$ cat config.mk
export PLATFORM = sky130hd
export DESIGN_NAME = prio_irq_ctrl
export DESIGN_NICKNAME = d
export VERILOG_FILES = /design/src/rtl/ilc_pkg.sv /design/src/rtl/ilc_prio_pick.sv /design/src/rtl/ilc_status_bank.sv /design/src/rtl/prio_irq_ctrl.sv
export SDC_FILE = /design/constraint.sdc
export NUM_CORES = 1
export LEC_CHECK = 0
export ABC_AREA = 0
export BUFFER_PORTS_ARGS = -buffer_cell sky130_fd_sc_hd__buf_4
export CAP_MARGIN = 30
export CELL_PAD_IN_SITES_DETAIL_PLACEMENT = 1
export CELL_PAD_IN_SITES_GLOBAL_PLACEMENT = 2
export CORE_MARGIN = 2
export CORE_UTILIZATION = 31
export DETAILED_ROUTE_END_ITERATION = 8
export PLACE_DENSITY = 0.91
export SLEW_MARGIN = 20
export SYNTH_ARGS = -nofsm -noshare
export SYNTH_HDL_FRONTEND = slang
export SYNTH_SLANG_ARGS = --single-unit
$ cat constraint.sdc
create_clock -name clk -period 2.9 [get_ports clk]
set_input_delay 0 -clock clk [delete_from_list [all_inputs] [get_ports clk]]
set_output_delay 0 -clock clk [all_outputs]
set_load 0.005 [all_outputs]
$ cat src/rtl/ilc_pkg.sv
package ilc_pkg;

    localparam int VEC_W   = 8;
    localparam int CHK_BIT = 4;

    // Vector address for a level given by priority index.
    function automatic logic [VEC_W-1:0] lvl_vector(input int idx, input int nlvl);
        if (idx == 0)
            return VEC_W'(8);
        else if (idx == nlvl - 1)
            return VEC_W'(9);
        else
            return VEC_W'(10 + idx);
    endfunction

endpackage

$ cat src/rtl/ilc_prio_pick.sv
module ilc_prio_pick #(
    parameter int W  = 8,
    parameter int IW = 3
) (
    input  logic [W-1:0]  req,
    output logic          found,
    output logic [IW-1:0] idx
);

    // Lowest set index wins (index 0 is highest priority).
    always_comb begin
        found = 1'b0;
        idx   = '0;
        for (int i = W - 1; i >= 0; i--) begin
            if (req[i]) begin
                found = 1'b1;
                idx   = IW'(i);
            end
        end
    end

endmodule

$ cat src/rtl/ilc_status_bank.sv
module ilc_status_bank
    import ilc_pkg::*;
#(
    parameter int NST   = 7,
    parameter int LINES = 16,
    parameter int IW    = 3
) (
    input  logic                 clk,
    input  logic                 rst_n,
    input  logic [NST*LINES-1:0] lines,
    input  logic [NST-1:0]       act_nxt,
    input  logic                 chk_err,
    input  logic                 clr_en,
    input  logic [IW-1:0]        clr_idx,
    output logic [NST*LINES-1:0] words_now,
    output logic [NST*LINES-1:0] words_nxt
);

    logic [NST-1:0][LINES-1:0] cap_d, cap_q;

    always_comb begin
        for (int i = 0; i < NST; i++) begin
            if (clr_en && (int'(clr_idx) == i))
                cap_d[i] = '0;
            else
                cap_d[i] = cap_q[i] | (act_nxt[i] ? lines[i*LINES +: LINES] : '0);
        end
        cap_d[0][CHK_BIT] = cap_d[0][CHK_BIT] | chk_err;
    end

    always_ff @(posedge clk or negedge rst_n) begin
        if (!rst_n)
            cap_q <= '0;
        else
            cap_q <= cap_d;
    end

    generate
        for (genvar g = 0; g < NST; g++) begin : g_word
            assign words_now[g*LINES +: LINES] = cap_q[g] | lines[g*LINES +: LINES];
            assign words_nxt[g*LINES +: LINES] = cap_d[g] | lines[g*LINES +: LINES];
        end
    endgenerate


    chk_bit_sticky_chk: assert property (@(posedge clk) disable iff (!rst_n)
        chk_err |=> cap_q[0][CHK_BIT]);

endmodule

$ cat src/rtl/prio_irq_ctrl.sv
module prio_irq_ctrl
    import ilc_pkg::*;
#(
    parameter  int N_EXT = 6,
    parameter  int LINES = 16,
    localparam int NLVL  = N_EXT + 2,
    localparam int NST   = N_EXT + 1,
    localparam int IW    = $clog2(NLVL)
) (
    input  logic                   clk,
    input  logic                   rst_n,
    input  logic [LINES-1:0]       int_req,
    input  logic [N_EXT*LINES-1:0] ext_req,
    input  logic                   trace_req,
    input  logic                   chan_err,
    input  logic [N_EXT-1:0]       mask,
    input  logic                   ack,
    input  logic                   brout,
    input  logic [IW-1:0]          rd_lvl,
    output logic [LINES-1:0]       rd_word,
    output logic                   irq,
    output logic [VEC_W-1:0]       vec,
    output logic [NLVL-1:0]        active
);

    typedef struct packed {
        logic [NLVL-1:0] act;
        logic            irq;
        logic [IW-1:0]   sel;
    } ctl_t;

    ctl_t s_d, s_q;

    logic [NST*LINES-1:0] all_lines;
    logic [NST*LINES-1:0] words_now, words_nxt;
    logic [NLVL-1:0]      act_nxt, pend, enab, above, elig;
    logic                 top_found, ntop_found, cand_found;
    logic [IW-1:0]        top_idx, ntop_idx, cand_idx;
    logic                 clr_en;

    assign all_lines = {ext_req, int_req};
    assign enab      = {1'b1, ~mask, 1'b1};

    // Highest active level, as registered.
    ilc_prio_pick #(.W(NLVL), .IW(IW)) u_top (
        .req   (s_q.act),
        .found (top_found),
        .idx   (top_idx)
    );

    assign clr_en = brout && top_found;

    // Active vector after this edge's branch-out and acknowledge.
    always_comb begin
        act_nxt = s_q.act;
        if (clr_en)
            act_nxt[top_idx] = 1'b0;
        if (ack && s_q.irq)
            act_nxt[s_q.sel] = 1'b1;
    end

    ilc_status_bank #(.NST(NST), .LINES(LINES), .IW(IW)) u_bank (
        .clk       (clk),
        .rst_n     (rst_n),
        .lines     (all_lines),
        .act_nxt   (act_nxt[NST-1:0]),
        .chk_err   (chan_err),
        .clr_en    (clr_en),
        .clr_idx   (top_idx),
        .words_now (words_now),
        .words_nxt (words_nxt)
    );

    generate
        for (genvar g = 0; g < NST; g++) begin : g_pend
            assign pend[g] = |words_nxt[g*LINES +: LINES];
        end
    endgenerate
    assign pend[NLVL-1] = trace_req;

    // Highest active level after this edge.
    ilc_prio_pick #(.W(NLVL), .IW(IW)) u_ntop (
        .req   (act_nxt),
        .found (ntop_found),
        .idx   (ntop_idx)
    );

    generate
        for (genvar g = 0; g < NLVL; g++) begin : g_above
            assign above[g] = !ntop_found || (g < int'(ntop_idx));
        end
    endgenerate

    assign elig = pend & enab & above;

    ilc_prio_pick #(.W(NLVL), .IW(IW)) u_cand (
        .req   (elig),
        .found (cand_found),
        .idx   (cand_idx)
    );

    always_comb begin
        s_d     = s_q;
        s_d.act = act_nxt;
        s_d.irq = cand_found;
        s_d.sel = cand_found ? cand_idx : '0;
    end

    always_ff @(posedge clk or negedge rst_n) begin
        if (!rst_n)
            s_q <= '0;
        else
            s_q <= s_d;
    end

    assign irq     = s_q.irq;
    assign vec     = s_q.irq ? lvl_vector(int'(s_q.sel), NLVL) : '0;
    assign active  = s_q.act;
    assign rd_word = (int'(rd_lvl) < NST) ? words_now[int'(rd_lvl)*LINES +: LINES] : '0;


    ack_sets_chk: assert property (@(posedge clk) disable iff (!rst_n)
        (ack && s_q.irq && !brout) |=> ($countones(s_q.act) == $countones($past(s_q.act)) + 1));


    brout_clears_one_chk: assert property (@(posedge clk) disable iff (!rst_n)
        (brout && !ack && (s_q.act != '0)) |=> ($countones(s_q.act) == $countones($past(s_q.act)) - 1));


    preempt_above_chk: assert property (@(posedge clk) disable iff (!rst_n)
        (s_q.irq && top_found) |-> (s_q.sel < top_idx));

    generate
        for (genvar n = 0; n < N_EXT; n++) begin : g_mask_chk

            masked_level_chk: assert property (@(posedge clk) disable iff (!rst_n)
                mask[n] |=> !(s_q.irq && (s_q.sel == IW'(n + 1))));
        end
    endgenerate

endmodule

; ---- Word-level counts from Yosys, hierarchy flattened
; Cells that the tools add are included.
[totals]
reg_bits = 124
inputBits = 127
output_inout_bits = 33
word_cells = 160
[op_classes]
addsub = 1
n_lt_le_gt_ge = 12
n_eq_ne = 7
n_shift = 1
mux = 73
bitwise_logic = 28
n_reduce_logical = 28
[ops]
columns = operator, n
row1 = $or 16x16->16, 21
row2 = $mux 16, 15
row3 = $reduce_or 16->1, 7
row4 = $shiftx 112x8->16, 1
row5 = $mux 3, 25
row6 = $mux 1, 26
row7 = $and 8x8->8, 3
row8 = $mux 8, 3
row9 = $eq 3x3->1 const B, 4
row10 = $logic_and 1x1->1, 11
row11 = $mux 5, 2
row12 = $lt 3x3->1 const A, 3
row13 = $lt 3x4->1 const B, 2
row14 = $not 8->8, 1
row15 = $or 8x8->8, 1
row16 = $logic_or 1x1->1, 7
row17 = $demux 1 s3, 2
row18 = $eq 3x2->1 const B, 2
row19 = $ge 3x1->1 const B, 2
row20 = $logic_not 3->1, 2
row21 = $lt 1x3->1 const A, 2
row22 = $lt 2x3->1 const A, 2
row23 = $not 6->6, 1
row24 = $add 4x3->5 const A, 1
row25 = 4 further kinds, 4

; ---- Depth between registers and ports, before layout
; Gate-level depths: netlist of the first run.
[depth]
ltp_word = 37
ltp_mapped = 11

; ---- Hierarchy
; From an unflattened synthesis of the first run, not the netlist that was laid out.
[unflattened]
hier_cells = 901
area_unflattened_um2 = 7913.8
[by_module_without_submodules]
columns = mod, instances, cells_each, area_per_inst_um2, seq_area_each_um2
row1 = ilc_status_bank, 1, 616, 5680.4, 2802.7
row2 = prio_irq_ctrl, 1, 246, 1993.2, 300.3
row3 = ilc_prio_pick, 3, 13, 80.1, 0.0

; ---- Worst setup path before layout of the first run
; OpenSTA, ideal clock, no wires.
[synth_path]
path_type = register to register
from = register s_q, in the netlist active[0]
to = register s_q, in the netlist irq
arrival_ns = 2.225
required_ns = 2.776
path_slack_ns = 0.550
stages_incl_launch_ff = 11
path_buffers = 2
synth_period_minus_slack_ns = 2.350
cell_sequence = dfrtp_1 > buf_6 > or4b_4 > buf_6 > nor4_2 > o21ai_1 > nand4_1 > a31oi_2 > o221a_1 > nand3b_1 > or2_1
[synth_via]
elab_chain_len = 28
word_cells_on_any_way = 104
[synth_rtl]
columns = item, line
row1 = start: declaration, prio_irq_ctrl.sv:32  ; ctl_t s_d, s_q;
row2 = start signal: assignment, prio_irq_ctrl.sv:111  ; s_q <= '0;
row3 = start signal: assignment, prio_irq_ctrl.sv:113  ; s_q <= s_d;
row4 = $mux 3, ilc_prio_pick.sv:15  ; if (req[i]) begin
row5 = $lt 3x4->1 (not written as such) or $ge 3x1->1 (tied branches), prio_irq_ctrl.sv:57  ; act_nxt[top_idx] = 1'b0;
row6 = $logic_and 1x1->1 (not written as such), prio_irq_ctrl.sv:57
row7 = $mux 1 (not written as such), prio_irq_ctrl.sv:57
row8 = $demux 1 s3, prio_irq_ctrl.sv:57
row9 = $not 8->8 (no source line), -
row10 = $and 8x8->8 (no source line), -
row11 = $mux 8, prio_irq_ctrl.sv:56  ; if (clr_en)
row12 = $or 8x8->8 (no source line), -
row13 = $mux 8, prio_irq_ctrl.sv:58  ; if (ack && s_q.irq)
row14 = $mux 3 or $mux 1 (tied branches) (8 in a row), ilc_prio_pick.sv:15
row15 = $lt 3x3->1 or $logic_not 1->1 (tied branches), prio_irq_ctrl.sv:90  ; assign above[g] = !ntop_found || (g < int'(ntop_idx));
row16 = $logic_or 1x1->1 or $and 8x8->8 (tied branches), "prio_irq_ctrl.sv:90, prio_irq_ctrl.sv:94"
row17 = $and 8x8->8 (*), prio_irq_ctrl.sv:94  ; assign elig = pend & enab & above;
row18 = $mux 1 (6 in a row), ilc_prio_pick.sv:15
row19 = $mux 1 (*), ilc_prio_pick.sv:15
row20 = via cand_found, prio_irq_ctrl.sv:37  ; logic top_found, ntop_found, cand_found;
; Mark *: on every way through the listed nets, which the timed path passes. The rest lies on a longest branch.

==> results of run 1 <==
[final timing paths]
kind	from	end	slack (ns)	depth (start not counted)
worst max register to register	active[0]	s_q[0]	0.25	8
min in group asynchronous	rst_n	u_bank.cap_q[75]	0.09	2
worst max-delay path	active[0]	s_q[0]	0.25	8
worst min register to register	u_bank.cap_q[13]	u_bank.cap_q[13]	0.52	2
max in group asynchronous	rst_n	u_bank.cap_q[17]	2.03	3
worst min-delay path	mask[4]	s_q[1]	0.02	4
[critical path, delay by kind of cell, from the launching register on]
| kind | cells | cell delay [ns] |
|---|---|---|
| AOI/OAI and AO/OA | 4 | 0.93 |
| and+or+nand+nor | 3 | 0.84 |
| DFF | 1 | 0.49 |
| adders and majority gates | 1 | 0.32 |
[through the flow]
stage	cells	total power, mW
after global placement	1209	6.177
after floorplan	816	5.116
after global routing	1356	9.226
final	1357	8.652
after detailed placement	1209	6.333
after CTS	1356	8.609
[layout make-up]
class | count | area, sq um
flip-flops and latches | 124 | 3103
clock inverters | 10 | 118.9
clock buffers | 20 | 456.7
inverters | 10 | 37.54
fillers | 2483 | 11290
well taps | 275 | 344.1
diodes | 1 | 2.502
multi-input cells | 632 | 3286
repair buffers | 285 | 2445
[power by group]
group          switching [mW]  internal (mW)  leakage [nW]
Clock                   0.810           1.30         0.274
Combinational            1.90           1.29          2.48
Sequential              0.773           2.57          1.37
[cells by family (layout without fill, tap and decap cells)]
kind of cell             Yosys count  after routing  synth area share, %
AO/OA/AOI/OAI                    257            257                21.61
multiplexers                       1              1               0.3379
buffers and inverters             60            325                4.243
flip-flops                       124            124                46.56
AND/OR/NAND/NOR                  366            366                26.27
other                              1              4              0.05627
adder cells (fa/ha/maj)            5              5               0.9200
[flip-flops by register name, summed over array words and instances, names as in the netlist]
| signal | flops |
|---|---|
| active | 8 |
| irq | 1 |
| s_q | 3 |
| u_bank.cap_q | 112 |
[what timing repair did]
action,CTS,global route
endpoints found under the hold margin,148,0
setup buffers,0,0
gates resized for setup,0,0
hold buffers,117,0
[cells in the final DEF, fill, tap and decap left out, drive strengths merged, types with 2 or more instances in the layout]
master / count
a31oi: 5
clkinv: 5
buf: 168
nor4: 52
a21o: 3
nand3: 4
nand2: 23
nand3b: 3
nor3: 36
nand2b: 3
nor2: 198
o31ai: 2
o211ai: 2
dlygate4sd3: 117
conb: 3
ha: 4
inv: 10
nor2b: 4
a21oi: 156
dfrtp: 124
and4: 5
or4: 3
a211oi: 28
clkinvlp: 3
nand4: 17
clkbuf: 20
and2: 5
bufinv: 2
and3: 6
o21ai: 50
or2: 3
[layer usage]
layer	vias up	global-route usage (%)	share of wire (%)
met3	45	3.939	4.8
met2	243	45.59	50
met4	0	8.925	2.4
met5	-	0	0
li1	3446	-	-
met1	3741	33.21	42
==> summary.txt, run 1 <==
Place
  • Gpl congestion: between 0.8 and 0.9
  • Post-detailed-placement cell area: just over 0.008 sq mm
  • I/O Buffers: between 150 and 200
  • Dpl ws: 0.2734 ns
  • Detailed Place HPWL: 20.25 mm

Detailed routing
  • Number of vias per cell after detailed routing: 5.508
  • Via count of the routed design: 7475
  • DRC violation total after the first TritonRoute iteration: 436
  • Average routed wire per standard cell: approximately 21 um
  • Number of iterations in the first detailed-routing pass: 5
  • Total DRC errors in the routed layout: 0
  • Overall routed net length: between 20 and 30 mm
  • Residual antenna-violating net count after detailed routing: 0

Global routing
  • Total congestion overflow after global routing: 0
  • GRT Util Overall: a little over a quarter
  • Wire length of the first global-routing pass: 44.88 mm
  • Number of antenna violations at the first check in global routing: 0
  • Via count of the first global-routing pass: 7992
  • Maximum number of pins on one net before global-route repair: between 60 and 70

Timing
  • FMAX: 377.1 MHz
  • Clock Skew: 0.008354 ns
  • Slew at the pin closest to its max-slew limit: 0.6664 ns
  • Relative max-transition margin: 55.57%
  • Minimum clock period: 2.652 ns
  • Final Hold Slack: approximately 0.019 ns
  • Total count of hold-check failures in the final report: 0
  • Setup_tns: 0 ns
  • Smallest setup slack after layout: 0.2483 ns
  • Final setup fails: 0
  • Setup repair after global routing missed its margin: false
  • Slew Viols, Final: 0
  • Period Utilization, post-route: 91.44%

Worst setup path
  • Slowest-stage cell, CP: sky130_fd_sc_hd__dfrtp_1
  • Worst setup SP type: flip-flop
  • Critical Path Fanout Max: 11
  • Crit path largest cell delay: 0.49 ns
  • Cell chain of the critical path: or3b_4 -> maj3_2 -> a311oi_2 -> and3_2 -> nand3b_2 -> a221oi_1 -> o21ai_1 -> a21oi_1
  • Required time at the worst-slack endpoint: 3.25 ns
  • Worst endpoint data arrival time: ~3 ns
  • Crit end category: flip-flop
  • Critical setup path kind: flip-flop to flip-flop

Finish
  • Design Area, Final: ~0.0098 sq mm
  • Nets@finish: 1201
  • Fraction of layout cells with a size suffix above 1: 19.70%
  • Area growth from synthesis to layout: 46.96%
  • Core occupancy in the finished layout: between 40% and 50%

Synth
  • Post-synth EDFFs: 0
  • Most area-consuming cells after synthesis: sky130_fd_sc_hd__dfrtp_1 47%, sky130_fd_sc_hd__a21oi_1 12%, sky130_fd_sc_hd__nor2_1 11%, sky130_fd_sc_hd__nor4_1 4.8%, sky130_fd_sc_hd__o21ai_0 3.3%
  • Synth Instances: slightly above 800
  • Top post-synthesis cells by count: 197 x sky130_fd_sc_hd__nor2_1, 156 x sky130_fd_sc_hd__a21oi_1, 124 x sky130_fd_sc_hd__dfrtp_1
  • Most instantiated library cell after synthesis: sky130_fd_sc_hd__nor2_1
  • Mapped Area: 0.006664 sq mm
  • Async S/R FF share, synth: 100.0%
  • Mean instance size in the synthesized netlist: 8.187 sq um
  • Netlist cell types: 57
  • Cell taking the most area after synthesis: sky130_fd_sc_hd__dfrtp_1
  • Most used DFF post-synth: sky130_fd_sc_hd__dfrtp_1
  • Register bit count reported by yosys: about 120
  • Yosys warning total: 0
  • Sequential element share of the synthesized area: 46.56%
  • Area share of the largest cell type after synthesis: between 40% and 50%

Floorplanning
  • Starting utilization of the core area: 31.60%
  • DIE HEIGHT: 150.6 um
  • Die Span X: 150.6 um
  • Number of rows in the core area: between 50 and 60
  • Core area: approximately 0.021 sq mm
  • Boundary pin count: 160
  • Die area: 0.02268 sq mm

Clock network
  • Clk Tree Root Cell: sky130_fd_sc_hd__clkbuf_16
  • Clk Latency, worst-skew pair: 0.42 ns
  • Max clock buf depth: 2
  • Number of buffers added by the clock tree synthesis step: 17
  • Sink Count: 124
  • Maximum level of the CTS H-tree: 4
  • Worst-path clk slew: 0.06 ns
  • CTS tree: yes

Pwr
  • Maximum resistive drop on vdd: around 390 uV
  • Power per unit of standard cell area: 883.5 mW/mm^2
  • Leakage power total: 4.122 nW

Min path
  • Class of the worst hold path: input port to flip-flop

Status
  • Outcome: complete, no violations

Job
  • Maximum capacitance violations: 0
Note: power is estimated with default switching activity, not from simulation.
==> run 2: changes to the inputs <==
--- a/config.mk
+++ b/config.mk
@@ -5,16 +5,18 @@
 export SDC_FILE = /design/constraint.sdc
 export NUM_CORES = 1
 export LEC_CHECK = 0
-export ABC_AREA = 0
+export ABC_AREA = 1
 export BUFFER_PORTS_ARGS = -buffer_cell sky130_fd_sc_hd__buf_4
 export CAP_MARGIN = 30
 export CELL_PAD_IN_SITES_DETAIL_PLACEMENT = 1
 export CELL_PAD_IN_SITES_GLOBAL_PLACEMENT = 2
 export CORE_MARGIN = 2
-export CORE_UTILIZATION = 31
+export CORE_UTILIZATION = 32
+export CTS_BUF_LIST = sky130_fd_sc_hd__clkbuf_4 sky130_fd_sc_hd__clkbuf_8
 export DETAILED_ROUTE_END_ITERATION = 8
-export PLACE_DENSITY = 0.91
+export PLACE_DENSITY = 0.95
 export SLEW_MARGIN = 20
 export SYNTH_ARGS = -nofsm -noshare
 export SYNTH_HDL_FRONTEND = slang
+export SYNTH_HIERARCHICAL = 1
 export SYNTH_SLANG_ARGS = --single-unit
==> summary.txt, run 2 <==
Finish
  • Register name with the most flops: u_bank/cap_q
  • Fraction of layout cells with a size suffix above 1: 32.24% (+13 points)
  • Core occupancy in the finished layout: 48.16% (+1.7 points)
  • Largest register FFs: 112 (unchanged)
  • Most common cell after layout, fill and taps aside: sky130_fd_sc_hd__nand2_1
  • Nets@finish: 1762 (+47%)
  • Leading cell types in the layout, fill and taps excluded: 343 x sky130_fd_sc_hd__nand2_1, 260 x sky130_fd_sc_hd__buf_4, 160 x sky130_fd_sc_hd__nor2_1
  • Area growth from synthesis to layout: 49.30%

Synth
  • Synth Instances: 1284 (+58%)
  • Area share of the largest cell type after synthesis: 35.99% (-11 points)
  • Mean instance size in the synthesized netlist: 6.715 sq um (-18%)
  • Register bit count reported by yosys: 124 (unchanged)
  • Mapped Area: 0.008622 sq mm (+29%)
  • Most instantiated library cell after synthesis: sky130_fd_sc_hd__nand2_1
  • Most used DFF post-synth: sky130_fd_sc_hd__dfrtp_1
  • Async S/R FF share, synth: 100.0% (unchanged)
  • Netlist cell types: 26 (-54%)
  • Top post-synthesis cells by count: 353 x sky130_fd_sc_hd__nand2_1, 179 x sky130_fd_sc_hd__nor2_1, 168 x sky130_fd_sc_hd__inv_1
  • Yosys warning total: 6 (+6)
  • Most area-consuming cells after synthesis: sky130_fd_sc_hd__dfrtp_1 36%, sky130_fd_sc_hd__nand2_1 15%, sky130_fd_sc_hd__o21bai_1 8.0%, sky130_fd_sc_hd__nor2_1 7.8%, sky130_fd_sc_hd__inv_1 7.3%
  • Post-synth EDFFs: 0 (unchanged)
  • Cell taking the most area after synthesis: sky130_fd_sc_hd__dfrtp_1
  • Sequential element share of the synthesized area: 35.99% (-11 points)

Detailed routing
  • Via count of the routed design: 9656 (+29%)
  • DRC violation total after the first TritonRoute iteration: 519 (+19%)
  • Total DRC errors in the routed layout: 0 (unchanged)
  • Residual antenna-violating net count after detailed routing: 0 (unchanged)
  • Overall routed net length: 35.82 mm (+23%)
  • Number of iterations in the first detailed-routing pass: 5 (unchanged)
  • Number of vias per cell after detailed routing: 4.862 (-12%)
  • Average routed wire per standard cell: 18.04 um (-16%)

Pwr
  • Maximum resistive drop on vdd: 378.0 uV (-3.0%)
  • Leakage power total: 6.612 nW (+60%)
  • Power per unit of standard cell area: 856.9 mW/mm^2 (-3.0%)

Place
  • I/O Buffers: 156 (unchanged)
  • Gpl congestion: 0.8766 (-0.74%)
  • Detailed Place HPWL: 23.76 mm (+17%)

Worst setup path
  • Required time at the worst-slack endpoint: 3.30 ns (+0.05 ns)
  • Crit path largest cell delay: 0.41 ns (-0.08 ns)
  • Top cell by count, worst path: sky130_fd_sc_hd__nand2_1
  • Critical Path Fanout Max: 4 (-7)
  • Worst endpoint data arrival time: 3.87 ns (+0.87 ns)
  • Slowest-stage cell, CP: sky130_fd_sc_hd__dfrtp_1
  • Critical setup path kind: flip-flop to flip-flop
  • Crit end category: flip-flop
  • Worst setup SP type: flip-flop

Clock network
  • Maximum level of the CTS H-tree: 4 (unchanged)
  • Max clock buf depth: 2 (unchanged)
  • Clk Tree Root Cell: sky130_fd_sc_hd__clkbuf_8
  • CTS tree: yes
  • Worst-path clk slew: 0.10 ns (+0.04 ns)
  • Number of buffers added by the clock tree synthesis step: 17 (unchanged)
  • Clk Latency, worst-skew pair: 0.48 ns (+0.06 ns)
  • Sink Count: 124 (unchanged)

Floorplanning
  • Core area: 0.02673 sq mm (+27%)
  • Number of rows in the core area: 60 (+13%)
  • Die Span X: 168.1 um (+12%)
  • Boundary pin count: 160 (unchanged)
  • Die area: 0.02827 sq mm (+25%)
  • DIE HEIGHT: 168.1 um (+12%)
  • Starting utilization of the core area: 32.26% (+0.66 points)

Global routing
  • GRT Util Overall: 24.82% (-1.4 points)
  • Wire length of the first global-routing pass: 54.32 mm (+21%)
  • Total congestion overflow after global routing: 0 (unchanged)
  • Number of antenna violations at the first check in global routing: 1 (+1)
  • Via count of the first global-routing pass: 10330 (+29%)
  • Maximum number of pins on one net before global-route repair: 50 (-24%)

Timing
  • Total count of hold-check failures in the final report: 0 (unchanged)
  • Slew at the pin closest to its max-slew limit: 0.9146 ns (+0.2482 ns)
  • Period Utilization, post-route: 119.8% (+28 points)
  • Smallest setup slack after layout: -0.5741 ns (-0.8224 ns)
  • Setup repair after global routing missed its margin: true
  • Relative max-transition margin: 38.94% (-17 points)
  • FMAX: 287.8 MHz (-24%)
  • Minimum clock period: 3.474 ns (+0.8224 ns)
  • Slew Viols, Final: 0 (unchanged)
  • Final setup fails: 6 (+6)
  • Clock Skew: 0.02035 ns (+0.01199 ns)
  • Setup_tns: -2.091 ns (-2.091 ns)

Status
  • Outcome: complete, but fails checks
  • Violations in the final reports: setup timing

Min path
  • Class of the worst hold path: input port to flip-flop

Job
  • Maximum capacitance violations: 0 (unchanged)
[run 2: repair_timing]
item | in CTS | in global routing
endpoints found under the setup margin | 4 | 6
gates resized for setup | 92 | 53
hold buffers | 103 | 0
cloned | 3 | 0
endpoints found under the hold margin | 142 | 0
pin swaps | 21 | 15
buffers inserted | 23 | 9
[run 2: final timing paths]
kind                                        from                to  slack [ns]  cells after the start
worst max-delay path                   active[6]            s_q[0]       -0.57                     27
worst min-delay path                 ext_req[41]  u_bank/cap_q[57]        0.04                      6
worst max register to register         active[6]            s_q[0]       -0.57                     27
worst min register to register  u_bank/cap_q[76]  u_bank/cap_q[76]        0.52                      2
max in group asynchronous                  rst_n  u_bank/cap_q[46]        1.99                      3
min in group asynchronous                  rst_n  u_bank/cap_q[19]        0.09                      2
[run 2: cells by family (layout without fill, tap and decap cells)]
family | after synthesis | count (layout) | synth area share, %
compound gates | 238 | 238 | 16.82
fa+ha+maj | 4 | 4 | 0.5805
buf+inv | 231 | 589 | 12.32
flops | 124 | 124 | 35.99
other cells | 1 | 4 | 0.04349
simple gates | 686 | 686 | 34.25
[run 2: report_power, final]
group / total, mW / switching [mW] / leakage [nW] / internal, mW
Clock: 1.96 / 0.848 / 0.228 / 1.11
Sequential: 2.91 / 0.410 / 1.35 / 2.50
Combinational: 6.17 / 3.40 / 5.04 / 2.76
Total: 11.0 / 4.66 / 6.61 / 6.37
[run 2: layout make-up]
type	instances	area [sq um]
Tap cell	341	426.7
Clock buffer	17	234.0
Antenna cell	1	2.502
Fill cell	3378	13850
Inverter	169	636.9
Multi-Input combinational cell	931	4861
Timing Repair Buffer	388	3362
Sequential cell	124	3103
Clock inverter	15	246.5
[run 2: stage by stage]
step	area [sq um]	total power, mW	hold slack (ns)	setup slack, ns	std cells
after floorplan	8630	5.865	-0.2956	0.06441	1286
after global placement	10640	7.604	0.05283	-0.4376	1816
after detailed placement	10640	7.879	0.06113	-0.7116	1816
after CTS	12600	10.51	0.009715	-0.1620	1976
after global routing	12870	11.82	0.04762	-0.7319	1986
final	12870	11.03	0.04246	-0.5741	1986
[run 2: worst max-delay path, delay by kind of cell, from the launching register on]
| family | cells | cell delay (ns) |
|---|---|---|
| flops | 1 | 0.41 |
| compound gates | 5 | 0.75 |
| simple gates | 17 | 1.77 |
| buf+inv | 5 | 0.46 |
[run 2: layer usage]
metal / up-vias / part of all wire [%] / GRT usage [%]
met5: - / 0 / 0
met2: 239 / 51 / 44.97
li1: 4638 / - / -
met1: 4712 / 42 / 29.48
met4: 0 / 3.8 / 10.16
met3: 67 / 3.4 / 3.573
